`config.mk`:
```
export PLATFORM = sky130hd
export DESIGN_NAME = load_use_interlock
export DESIGN_NICKNAME = d
export VERILOG_FILES = /design/src/rtl/load_use_interlock.sv
export SDC_FILE = /design/constraint.sdc
export NUM_CORES = 1
export LEC_CHECK = 0
export BUFFER_PORTS_ARGS = -buffer_cell sky130_fd_sc_hd__buf_2
export CORE_ASPECT_RATIO = 1.4
export CORE_MARGIN = 5
export CORE_UTILIZATION = 29
export DETAILED_ROUTE_END_ITERATION = 8
export SLEW_MARGIN = 40
export SYNTH_ARGS = -nofsm -noshare
export SYNTH_HDL_FRONTEND = slang
export SYNTH_SLANG_ARGS = --single-unit
```
`constraint.sdc`:
```
create_clock -name clk -period 4.3 [get_ports clk]
set_input_delay 0.215 -clock clk [delete_from_list [all_inputs] [get_ports clk]]
set_output_delay 0.215 -clock clk [all_outputs]
set_load 0.005 [all_outputs]
```
`src/rtl/load_use_interlock.sv`:
```
module load_use_interlock #(
  parameter int RW       = 5,
  parameter int CW       = 8,
  parameter int PCW      = 32,
  parameter int PC_STEP  = 4,
  parameter int PC_RESET = 0,
  parameter int RD_BIT   = 0
) (
  input  logic           clk,
  input  logic           rst_n,
  input  logic [RW-1:0]  fet_src_a,
  input  logic [RW-1:0]  fet_src_b,
  input  logic [RW-1:0]  fet_dst,
  input  logic [CW-1:0]  fet_ctrl,
  output logic [PCW-1:0] pc,
  output logic           pc_write,
  output logic           ifid_write,
  output logic           bubble_sel,
  output logic [RW-1:0]  dec_src_a,
  output logic [RW-1:0]  dec_src_b,
  output logic [RW-1:0]  dec_dst,
  output logic [CW-1:0]  dec_ctrl,
  output logic [RW-1:0]  ex_dst,
  output logic [CW-1:0]  ex_ctrl
);

  localparam logic [PCW-1:0] STEP  = PCW'(PC_STEP);
  localparam logic [PCW-1:0] START = PCW'(PC_RESET);

  logic ex_reads, dst_live, src_hit, stall;

  assign ex_reads   = ex_ctrl[RD_BIT];
  assign dst_live   = (ex_dst != '0);
  assign src_hit    = (ex_dst == dec_src_a) || (ex_dst == dec_src_b);
  assign stall      = ex_reads && dst_live && src_hit;

  assign pc_write   = !stall;
  assign ifid_write = !stall;
  assign bubble_sel = stall;

  always_ff @(posedge clk or negedge rst_n) begin
    if (!rst_n) begin
      pc <= START;
    end else if (pc_write) begin
      pc <= pc + STEP;
    end
  end

  always_ff @(posedge clk or negedge rst_n) begin
    if (!rst_n) begin
      dec_src_a <= '0;
      dec_src_b <= '0;
      dec_dst   <= '0;
      dec_ctrl  <= '0;
    end else if (ifid_write) begin
      dec_src_a <= fet_src_a;
      dec_src_b <= fet_src_b;
      dec_dst   <= fet_dst;
      dec_ctrl  <= fet_ctrl;
    end
  end

  always_ff @(posedge clk or negedge rst_n) begin
    if (!rst_n) begin
      ex_dst  <= '0;
      ex_ctrl <= '0;
    end else begin
      ex_dst  <= dec_dst;
      ex_ctrl <= bubble_sel ? '0 : dec_ctrl;
    end
  end

  p_freeze_pc_r2: assert property (@(posedge clk) disable iff (!rst_n)
    !pc_write |=> $stable(pc));
  p_step_pc_r2: assert property (@(posedge clk) disable iff (!rst_n)
    pc_write |=> pc == $past(pc) + STEP);
  p_freeze_dec_r3: assert property (@(posedge clk) disable iff (!rst_n)
    !ifid_write |=> $stable({dec_src_a, dec_src_b, dec_dst, dec_ctrl}));
  p_bubble_r4: assert property (@(posedge clk) disable iff (!rst_n)
    bubble_sel |=> ex_ctrl == '0);
  p_once_r5: assert property (@(posedge clk) disable iff (!rst_n)
    bubble_sel |=> !bubble_sel);
  p_pass_r6: assert property (@(posedge clk) disable iff (!rst_n)
    !bubble_sel |=> ex_ctrl == $past(dec_ctrl));
  p_zero_dst_r7: assert property (@(posedge clk) disable iff (!rst_n)
    (ex_dst == '0) |-> pc_write);
  p_no_read_r9: assert property (@(posedge clk) disable iff (!rst_n)
    !ex_ctrl[RD_BIT] |-> ifid_write);

endmodule

```
==> impl_metrics.yaml <==
setup_path:
  regToRegSetupSlack_ns: 1.91
  r2r_end: "dec_dst[4]"
  reg2reg_depth: 6
  reg2reg_from: "ex_dst[4]"
  crit_type: "reg2out"
  path_cells: "xnor2_1 > nand3_1 > o22ai_2 > buf_4 > and2_4 > inv_1 > buf_2"
  cp-end-kind: "primary output"
  critPathMaxStageDelay_ns: 0.58
  cp_max_fo: 35
  cp.required_ns: 4.09
  worstSetupStartpointType: "flop"
  cp_slowest_cell: "and2_4"
  critical_path_arrival_ns: 2.45
timing:
  finalSetupViolCount: 0
  setup-tns-final_ns: 0
  fmax_mhz: 375
  timing.final.crit_period_ns: 2.66
  fin_skew_ns: 0.00467
  drv_slew: 0
  rsz0062_at_grt: "no"
  relSlewSlack_pct: 64.7
  worst_pin_slew_ns: 0.530
  period_share_pct: 62.0
  finalHoldViolations: 0
power_and_ir_drop:
  vdd.ir_drop.worst_mv: 0.260
  internal_power_mw: 1.34
  p_sw_mw: 0.465
  clockPowerShare_pct: 42.1
  combPwrFrac_pct: 16.1
  power.leakage_nw: 1.91
  p_seq_share_pct: 41.8
  p_sw_share_pct: 25.7
  p_per_area_nw_per_um2: 454
cts:
  cts_root_buffer: "clkbuf_16"
  clk_pin_slew_ns: 0.05
  clk_latency_ns: 0.32
  cts.htree.levels: 3
  cts-resized-gates: 0
  cts.sink_count: 66
  cts_made_buffers: 9
  post_cts_buffers: 0
  max-clock-path-buffers: 2
  cts_tree: "yes"
routing:
  ant_nets: 0
  vias_per_cell: 4.41
  first_iter_violations: 97
  wl_per_cell_um: 14.9
  drc: 0
  wl_um: 6950
  vias: 2064
  firstDrtPassIters: 4
yosys:
  ys_warn_count: 0
  syn_avg_cell_area_um2: 13.4
  synthSimpleGateAreaFrac_pct: 8.75
  synth.distinct_cells: 29
  muxShareOfSynthArea_pct: 11.0
  ys_seq_elements: 66
  synth-compound-area-share_pct: 10.8
  synth_top_family_by_area: "multiplexers"
  synth_xor_area_share_pct: 11.0
  synth_adder_area_share_pct: 0.401
  synthCells: 232
  synth_seq_area_share_pct: 53.0
  netlist_area_um2: 3120
die:
  die_area_um2: 13000
  core_area_um2: 10500
  fp.dieW_um: 97.6
  fp.dieH_um: 133
  rows: 44
  io_pins: 96
  initial_core_util_pct: 29.8
global_route:
  grt_pass1_wl_um: 11500
  antenna_found_initial: 0
  grt_usage_pct: 11.2
  grt_pass1_vias: 2187
  grt_max_degree: 38
  globalRoute.totalOverflow: 0
run:
  drv_cap: 0
outcome:
  outcome: "finished clean"
cells_and_area:
  antenna_cells: 0
  final_common_cell: "buf_2"
  drive_above_1_share_pct: 45.8
  mostFrequentLayoutCells: "buf_2, dfrtp_1, xor2_1"
  finish.instance_area_um2: 3980
  syn2layout_area_growth_pct: 27.6
  final_nets: 353
worst_hold_path:
  hold_depth: 2
  hp-start: "fet_ctrl[5]"
  hold_end: "dec_ctrl[5]"
  hold_path.class: "in2reg"
placed_design:
  io_buffers: 93
  dp_hpwl_um: 5110
  place.gp.congestion: 0.731
  dpl_cell_area_um2: 3660
-- power by group through the flow --
stage	logic, mW	registers (mW)	clock network, mW
2_1_floorplan	0.172	0.760	0
3_3_place_gp	0.296	0.761	0
3_5_place_dp	0.300	0.765	0
4_1_cts	0.302	0.756	0.785
5_1_grt	0.328	0.766	0.818
6_report	0.291	0.755	0.762
-- critical path, delay by kind of cell (launching register included) --
family	cells	cell delay, ns
simple gates	2	0.69
compound gates	1	0.16
xor+xnor	1	0.19
buf+inv	3	0.66
flops	1	0.41
-- state kept, by name (all words and copies together) (netlist names) --
register   count
dec_ctrl       8
dec_dst        5
dec_src_a      5
pc            30
ex_ctrl        8
dec_src_b      5
ex_dst         5
-- cell type report --
class	instances	area (um^2)
flip-flops and latches	66	1650
multi-input cells	146	1320
well taps	138	173
clock buffers	11	243
repair buffers	97	500
clock inverters	3	65.1
fillers	1056	6480
inverters	7	26.3
-- cells in the mapped netlist (all sizes together) --
| library cell | n | share of area (%) |
|---|---|---|
| inv | 7 | 0.84 |
| ha | 1 | 0.40 |
| buf | 14 | 4.2 |
| or4 | 1 | 0.24 |
| o21a | 1 | 0.24 |
| conb | 1 | 0.12 |
| a211oi | 15 | 5.4 |
| mux2 | 24 | 11 |
| dfrtp | 66 | 53 |
| nand2 | 12 | 1.4 |
| xor2 | 24 | 6.7 |
| o22ai | 1 | 0.20 |
| nor2b | 8 | 1.6 |
| a21oi | 9 | 1.4 |
| nor2 | 1 | 0.12 |
| and3 | 3 | 0.60 |
| xnor2 | 15 | 4.2 |
| and4 | 3 | 0.84 |
| nand4 | 3 | 0.60 |
| nor3 | 1 | 0.32 |
| a2111oi | 4 | 3.5 |
| and2 | 2 | 0.40 |
| nand3 | 16 | 2.6 |
-- metal layers --
layer | vias to the layer above | part of all wire (%) | GRT usage [%]
met1 | 992 | 42 | 13.6
met3 | 8 | 8.5 | 4.53
met5 | - | 0 | 0
li1 | 985 | - | -
met4 | 0 | 1.5 | 5.31
met2 | 79 | 48 | 17.2
-- through the flow --
stage	hold slack [ns]	instances	util (%)	power, mW	worst slack [ns]
global route	0.108	468	38.1	1.91	1.43
global placement	0.366	453	35.0	1.06	1.63
detailed placement	0.216	453	35.0	1.06	1.87
CTS	0.103	468	38.1	1.84	1.57
floorplan	-0.0806	233	-	0.932	2.32
finish	0.117	468	38.1	1.81	1.64
-- cell families after synthesis --
family / count (synthesis)
buffers and inverters: 21
AO/OA/AOI/OAI: 30
multiplexers: 24
other: 1
XOR/XNOR: 39
flip-flops: 66
adder cells (fa/ha/maj): 1
AND/OR/NAND/NOR: 50
-- how the worst max path moves through the flow --
stage,startpoint,endpoint
2_1_floorplan,ex_dst[1],pc_write
3_3_place_gp,ex_dst[0],dec_src_a[4]
3_5_place_dp,ex_dst[4],dec_dst[4]
4_1_cts,ex_dst[4],pc_write
5_1_grt,ex_dst[0],pc_write
6_report,ex_dst[4],ifid_write
-- repair_timing --
| action | CTS | global route |
|---|---|---|
| hold endpoints to repair | 36 | 0 |
| hold buffers | 1 | 0 |
| setup endpoints to repair | 0 | 0 |
Note: power is estimated with default switching activity, not from simulation.
